### src/rtl/ackpoll_pkg.sv
package ackpoll_pkg;

  typedef enum logic [1:0] {
    CMD_NONE  = 2'd0,
    CMD_START = 2'd1,
    CMD_BYTE  = 2'd2,
    CMD_STOP  = 2'd3
  } cmd_e;

  typedef enum logic [3:0] {
    ST_IDLE,
    ST_ISS_START,
    ST_W_START,
    ST_ISS_ADDR,
    ST_W_ADDR,
    ST_ISS_WADDR,
    ST_W_WADDR,
    ST_ISS_STOP,
    ST_W_STOP
  } state_e;

  // what follows a completed stop
  typedef enum logic [1:0] {
    AFT_RETRY,
    AFT_OK,
    AFT_TMO
  } after_e;

endpackage

### src/rtl/ackpoll_rst_sync.sv
module ackpoll_rst_sync (
  input  logic clk,
  input  logic rst_n,
  output logic rst_sync_n
);
  logic [1:0] sync_q;

  always_ff @(posedge clk or negedge rst_n) begin
    if (!rst_n) sync_q <= 2'b00;
    else        sync_q <= {sync_q[0], 1'b1};
  end

  assign rst_sync_n = sync_q[1];
endmodule

### src/rtl/ackpoll_poll_cnt.sv
module ackpoll_poll_cnt #(
  parameter int unsigned MAX_POLLS = 8,
  localparam int unsigned CNT_W    = $clog2(MAX_POLLS + 1)
) (
  input  logic             clk,
  input  logic             rst_n,
  input  logic             clr,
  input  logic             inc,
  output logic [CNT_W-1:0] count,
  output logic             at_limit
);
  localparam logic [CNT_W-1:0] LIMIT = CNT_W'(MAX_POLLS);

  logic [CNT_W-1:0] cnt_q, cnt_d;
  logic             cnt_en;

  always_comb begin
    cnt_en = clr | (inc & (cnt_q != LIMIT));
    cnt_d  = clr ? '0 : cnt_q + 1'b1;
  end

  always_ff @(posedge clk or negedge rst_n) begin
    if (!rst_n)      cnt_q <= '0;
    else if (cnt_en) cnt_q <= cnt_d;
  end

  assign count    = cnt_q;
  assign at_limit = (cnt_q == LIMIT);
endmodule

### src/rtl/ackpoll_cmd_gen.sv
module ackpoll_cmd_gen
  import ackpoll_pkg::*;
#(
  parameter int unsigned BYTE_W = 8
) (
  input  state_e            state,
  input  logic [BYTE_W-2:0] dev_q,
  input  logic [BYTE_W-1:0] waddr_q,
  output logic              cmd_valid,
  output cmd_e              cmd_code,
  output logic [BYTE_W-1:0] cmd_byte
);
  always_comb begin
    cmd_valid = 1'b1;
    cmd_code  = CMD_NONE;
    cmd_byte  = '0;
    case (state)
      ST_ISS_START: cmd_code = CMD_START;
      ST_ISS_ADDR: begin
        cmd_code = CMD_BYTE;
        cmd_byte = {dev_q, 1'b0};
      end
      ST_ISS_WADDR: begin
        cmd_code = CMD_BYTE;
        cmd_byte = waddr_q;
      end
      ST_ISS_STOP:  cmd_code = CMD_STOP;
      default:      cmd_valid = 1'b0;
    endcase
  end
endmodule

### src/rtl/ackpoll_fsm.sv
module ackpoll_fsm
  import ackpoll_pkg::*;
(
  input  logic   clk,
  input  logic   rst_n,
  input  logic   go,
  input  logic   cmd_done,
  input  logic   cmd_ack,
  input  logic   wr_next,
  input  logic   at_limit,
  output state_e state,
  output logic   cnt_clr,
  output logic   cnt_inc,
  output logic   done,
  output logic   ok,
  output logic   timeout
);
  state_e state_q, state_d;
  after_e after_q, after_d;
  logic   fin_ok, fin_tmo;
  logic   stat_en;

  always_comb begin
    state_d = state_q;
    after_d = after_q;
    cnt_clr = 1'b0;
    cnt_inc = 1'b0;
    fin_ok  = 1'b0;
    fin_tmo = 1'b0;
    case (state_q)
      ST_IDLE: if (go) begin
        state_d = ST_ISS_START;
        cnt_clr = 1'b1;
      end
      ST_ISS_START: state_d = ST_W_START;
      ST_W_START:   if (cmd_done) state_d = ST_ISS_ADDR;
      ST_ISS_ADDR: begin
        state_d = ST_W_ADDR;
        cnt_inc = 1'b1;
      end
      ST_W_ADDR: if (cmd_done) begin
        if (cmd_ack && wr_next) begin
          state_d = ST_ISS_WADDR;
        end else begin
          state_d = ST_ISS_STOP;
          if (cmd_ack)       after_d = AFT_OK;
          else if (at_limit) after_d = AFT_TMO;
          else               after_d = AFT_RETRY;
        end
      end
      ST_ISS_WADDR: state_d = ST_W_WADDR;
      ST_W_WADDR: if (cmd_done) begin
        state_d = ST_IDLE;
        fin_ok  = 1'b1;
      end
      ST_ISS_STOP: state_d = ST_W_STOP;
      ST_W_STOP: if (cmd_done) begin
        case (after_q)
          AFT_OK: begin
            state_d = ST_IDLE;
            fin_ok  = 1'b1;
          end
          AFT_TMO: begin
            state_d = ST_IDLE;
            fin_tmo = 1'b1;
          end
          default: state_d = ST_ISS_START;
        endcase
      end
      default: state_d = ST_IDLE;
    endcase
  end

  always_ff @(posedge clk or negedge rst_n) begin
    if (!rst_n) begin
      state_q <= ST_IDLE;
      after_q <= AFT_RETRY;
    end else begin
      state_q <= state_d;
      after_q <= after_d;
    end
  end

  assign stat_en = cnt_clr | fin_ok | fin_tmo;

  always_ff @(posedge clk or negedge rst_n) begin
    if (!rst_n) begin
      done    <= 1'b0;
      ok      <= 1'b0;
      timeout <= 1'b0;
    end else begin
      done <= fin_ok | fin_tmo;
      if (stat_en) begin
        ok      <= fin_ok;
        timeout <= fin_tmo;
      end
    end
  end

  assign state = state_q;
endmodule

### src/rtl/ackpoll_seq.sv
module ackpoll_seq
  import ackpoll_pkg::*;
#(
  parameter int unsigned MAX_POLLS = 8,
  parameter int unsigned BYTE_W    = 8,
  localparam int unsigned CNT_W    = $clog2(MAX_POLLS + 1)
) (
  input  logic              clk,
  input  logic              rst_n,
  input  logic              go,
  input  logic              next_is_write,
  input  logic [BYTE_W-2:0] dev_addr,
  input  logic [BYTE_W-1:0] byte_addr,
  output logic              cmd_valid,
  output logic [1:0]        cmd_code,
  output logic [BYTE_W-1:0] cmd_byte,
  input  logic              cmd_done,
  input  logic              cmd_ack,
  output logic              busy,
  output logic              done,
  output logic              ok,
  output logic              timeout,
  output logic [CNT_W-1:0]  attempts
);
  logic              rst_int_n;
  state_e            state;
  logic              cnt_clr, cnt_inc, at_limit;
  logic [BYTE_W-2:0] dev_q;
  logic [BYTE_W-1:0] waddr_q;
  logic              wr_q;
  cmd_e              code_e;

  ackpoll_rst_sync u_rst (
    .clk        (clk),
    .rst_n      (rst_n),
    .rst_sync_n (rst_int_n)
  );

  // operands captured only when a run is accepted
  always_ff @(posedge clk or negedge rst_int_n) begin
    if (!rst_int_n) begin
      dev_q   <= '0;
      waddr_q <= '0;
      wr_q    <= 1'b0;
    end else if (cnt_clr) begin
      dev_q   <= dev_addr;
      waddr_q <= byte_addr;
      wr_q    <= next_is_write;
    end
  end

  ackpoll_fsm u_fsm (
    .clk      (clk),
    .rst_n    (rst_int_n),
    .go       (go),
    .cmd_done (cmd_done),
    .cmd_ack  (cmd_ack),
    .wr_next  (wr_q),
    .at_limit (at_limit),
    .state    (state),
    .cnt_clr  (cnt_clr),
    .cnt_inc  (cnt_inc),
    .done     (done),
    .ok       (ok),
    .timeout  (timeout)
  );

  ackpoll_poll_cnt #(.MAX_POLLS(MAX_POLLS)) u_cnt (
    .clk      (clk),
    .rst_n    (rst_int_n),
    .clr      (cnt_clr),
    .inc      (cnt_inc),
    .count    (attempts),
    .at_limit (at_limit)
  );

  ackpoll_cmd_gen #(.BYTE_W(BYTE_W)) u_cmd (
    .state     (state),
    .dev_q     (dev_q),
    .waddr_q   (waddr_q),
    .cmd_valid (cmd_valid),
    .cmd_code  (code_e),
    .cmd_byte  (cmd_byte)
  );

  assign cmd_code = code_e;
  assign busy     = (state != ST_IDLE);
endmodule

### config.mk
export PLATFORM = sky130hd
export DESIGN_NAME = ackpoll_seq
export DESIGN_NICKNAME = d
export VERILOG_FILES = /design/src/rtl/ackpoll_pkg.sv /design/src/rtl/ackpoll_rst_sync.sv /design/src/rtl/ackpoll_poll_cnt.sv /design/src/rtl/ackpoll_cmd_gen.sv /design/src/rtl/ackpoll_fsm.sv /design/src/rtl/ackpoll_seq.sv
export SDC_FILE = /design/constraint.sdc
export NUM_CORES = 1
export LEC_CHECK = 0
export BUFFER_PORTS_ARGS = -buffer_cell sky130_fd_sc_hd__buf_2
export CAP_MARGIN = 10
export CORE_ASPECT_RATIO = 0.9
export CORE_MARGIN = 2
export CORE_UTILIZATION = 47
export DETAILED_ROUTE_END_ITERATION = 10
export GPL_TIMING_DRIVEN = 0
export PLACE_DENSITY = 0.74
export SLEW_MARGIN = 5
export SYNTH_ARGS = -nofsm -noshare
export SYNTH_HDL_FRONTEND = slang
export SYNTH_SLANG_ARGS = --single-unit
### constraint.sdc
create_clock -name clk -period 1 [get_ports clk]
set_clock_uncertainty 0.05 [all_clocks]
set_input_delay 0 -clock clk [delete_from_list [all_inputs] [get_ports clk]]
set_output_delay 0 -clock clk [all_outputs]
set_load 0.1 [all_outputs]
==> metrics.csv <==
stage,metric,value,unit
run,max-cap violation count,0,
detailed_routing,DR vias,1619,
synthesis,Synth Instances,143,
power_and_ir_drop,sw frac,0.473,
global_route,largest net degree at the start of global routing,30,
worst_setup_path,CP Class,flip-flop to flip-flop,
finish,# diodes,0,
synthesis,Netlist Area Pre-Place,1650,µm²
sta,WHS,70.9,ps
synthesis,Synth area leader,dfrtp_1,
floorplanning,Initial Util,0.489,
floorplanning,# rows,20,
worst_setup_path,worst-path fanout max,5,
sta,RSZ-0062 raised after global routing,yes,
power_and_ir_drop,Pleak,1.37,nW
detailed_routing,Remaining DRCs,0,
finish,share of post-route cells with drive strength above 1,0.678,
global_route,first-pass GRT wire length,8270,µm
global_route,total congestion overflow,0,
sta,# setup viols final,43,
finish,P&R area growth vs syn,88.0,%
clocking,Max clock buf depth,2,
power_and_ir_drop,Cell Int Power,0.00615,W
power_and_ir_drop,P_sw,0.00551,W
global_route,antenna violations before repair,0,
power_and_ir_drop,peak supply drop,2710,µV
synthesis,sequential element share of the synthesized area,0.470,
clocking,CTS tree,done,
detailed_routing,Post-DRT Antenna Nets,0,
synthesis,number of synthesized flops with an enable pin,0,
worst_setup_path,CP peak stage delay,470,ps
clocking,number of H-tree levels,2,
clocking,CTS Sinks,31,
clocking,Clock Latency Late Sink,290,ps
synthesis,Synth top cells by count,"31 x dfrtp_1, 11 x nor2_1, 10 x mux2_2",
synthesis,"Avg Cell Area, Syn",11.5,µm²
placed_design,Final Wtd Congestion,0.798,
synthesis,syn nets,168,
global_route,number of global-route vias before repair,1625,
detailed_routing,DR pass1 iterations,4,
synthesis,share of flip-flops with an asynchronous set or reset,1.00,
sta,post-route worst setup slack,-846,ps
run_status,outcome,"complete, but fails checks",
sta,slew margin rel.,0.573,
worst_setup_path,crit end category,flip-flop,
floorplanning,die area,4000,µm²
sta,max-slew violation count,0,
synthesis,Synth Flop Type,dfrtp_1,
power_and_ir_drop,Pwr Density,3760,nW/µm²
sta,Worst Tran Pin Value,640,ps
finish,number of nets in the layout,264,
sta,Fmax achieved,0.542,GHz
clocking,Num CTS Buffers,5,
synthesis,Yosys cell types,46,
synthesis,Yosys reg bits,31,
detailed_routing,Initial DRC Count,108,
hold_path,HP Class,input port to flip-flop,
floorplanning,die extent in x,66.5,µm
sta,fin crit share,1.85,
worst_setup_path,CP max stage cell,dfrtp_2,
clocking,CTS root buf,clkbuf_8,
worst_setup_path,crit path DAT,1970,ps
synthesis,"count leader, synth",dfrtp_1,
worst_setup_path,CP Launch Type,flip-flop,
power_and_ir_drop,Tot Pwr,0.0117,W
synthesis,largest cells by area after synthesis,"dfrtp_1 47%, mux2_4 7.3%, mux2_2 6.8%, a22oi_1 4.1%, ha_1 3.0%",
global_route,gr usage total,0.292,
placed_design,port bufs,38,
power_and_ir_drop,Seq pwr share,0.210,
worst_setup_path,worst endpoint required time,1130,ps
worst_setup_path,Crit path top cell by count,buf_12,
power_and_ir_drop,clock power share,0.081,
detailed_routing,drt wl/cell,25.0,µm
worst_setup_path,Top delay family on crit path,simple AND/OR/NAND/NOR gates,
worst_setup_path,Buffers & Inverters on Critical Path,3,
sta,Final Hold Viols,0,
synthesis,Yosys Warn Count,0,
floorplanning,Die Y-Extent,60.2,µm
detailed_routing,WL final,7070,µm
power_and_ir_drop,Logic pwr share,0.709,
placed_design,post-DP HPWL,2760,µm
worst_setup_path,"critical path, cell by cell",nor4_4 -> and2_4 -> buf_12 -> buf_12 -> buf_8 -> mux2_4,
run_status,failing checks,negative setup slack,
synthesis,post-synth top area share,0.470,
floorplanning,Ports,40,
worst_setup_path,flop2flop setup slack,-850,ps
floorplanning,Placeable Area,3380,µm²
clocking,Worst-path clk slew,60,ps
sta,clock period minus worst slack,1850,ps
detailed_routing,Via-to-Cell Ratio,5.72,
-- routing by layer --
layer / routed length, µm / GRT usage / up-vias
met1: 2630 / 0.320 / 825
met4: 217 / 0.0962 / 0
met3: 411 / 0.0659 / 23
met5: 0 / 0 / -
li1: - / - / 699
met2: 3800 / 0.556 / 72
-- path summary, 6_finish.rpt --
path / from / cells past startpoint / end
max in group asynchronous: u_rst.sync_q[1]$_DFF_PN0_ / 0 / u_cnt.count[1]$_DFFE_PN0P_
hold / removal: go / 3 / u_fsm.timeout$_DFFE_PN0P_
hold reg to reg: u_rst.sync_q[1]$_DFF_PN0_ / 0 / dev_q[1]$_DFFE_PN0P_
setup reg to reg: u_fsm.state[1]$_DFFE_PN0P_ / 6 / waddr_q[5]$_DFFE_PN0P_
min in group asynchronous: u_rst.sync_q[1]$_DFF_PN0_ / 0 / dev_q[1]$_DFFE_PN0P_
setup / recovery: u_fsm.state[1]$_DFFE_PN0P_ / 6 / waddr_q[5]$_DFFE_PN0P_
-- final cells by class --
class	instances	area, µm²
sequential	31	791
tap	44	55.1
buffer	10	143
inverter	9	42.5
timing repair buffer	89	940
multi-input combinational	93	1060
clock buffer	7	76.3
fill	112	275
-- power groups by stage --
stage                     Sequential (W)  Combinational, W  Clock (W)
final                            0.00245           0.00827   0.000944
after global routing             0.00249           0.00849    0.00102
after CTS                        0.00237           0.00690   0.000923
after detailed placement         0.00234           0.00535          0
after global placement           0.00229           0.00522          0
after floorplan                  0.00277           0.00409          0
-- flip-flops by register name (all words and copies together), names as in the netlist --
signal	flops
waddr_q	8
dev_q	7
u_cnt.count	4
u_fsm.state	4
u_fsm.after_q	2
u_rst.sync_q	2
u_fsm.done	1
u_fsm.ok	1
u_fsm.timeout	1
wr_q	1
-- cell usage in the layout, fill, tap and decap left out, types with 3 or more instances in the layout --
| cell | synthesis | layout |
|---|---|---|
| dlygate4sd3_1 | 0 | 19 |
| buf_12 | 2 | 17 |
| dfrtp_1 | 31 | 23 |
| buf_8 | 0 | 3 |
| buf_2 | 3 | 19 |
| clkbuf_1 | 3 | 3 |
| mux2_4 | 8 | 18 |
| a22oi_2 | 0 | 9 |
| clkbuf_8 | 0 | 7 |
| inv_1 | 9 | 4 |
| nor2_4 | 0 | 10 |
| dfrtp_2 | 0 | 6 |
| buf_4 | 1 | 19 |
| buf_6 | 0 | 16 |
-- cell families after synthesis --
| family | share of synthesized area |
|---|---|
| mux | 0.147 |
| other cells | 0.00227 |
| fa+ha+maj | 0.0303 |
| compound gates | 0.121 |
| simple gates | 0.161 |
| buf+inv | 0.0682 |
| flops | 0.470 |
-- worst register-to-register path, stage by stage, from the launching register on --
cell     delay, ps
dfrtp_2        470
nor4_4         350
and2_4         230
buf_12         110
buf_12         110
buf_8          120
mux2_4         300
-- per-stage QoR --
stage / setup slack, ps / instances / util / cell area (µm²) / setup TNS [ps]
2_1_floorplan: -729 / 143 / - / 1890 / -20670
3_3_place_gp: -833 / 225 / 0.633 / 2140 / -33170
3_5_place_dp: -864 / 225 / 0.633 / 2140 / -35170
4_1_cts: -691 / 264 / 0.843 / 2850 / -22880
5_1_grt: -881 / 283 / 0.919 / 3100 / -30550
6_report: -846 / 283 / 0.919 / 3100 / -29300
-- repair_timing --
item,CTS,global route
setup buffers,11,19
endpoints found under the setup margin,77,44
resized for setup,89,30
hold endpoints to repair,20,0
hold buffers,19,0
cloned,2,2
pin swaps,15,13
(Power assumes the default switching activity.)
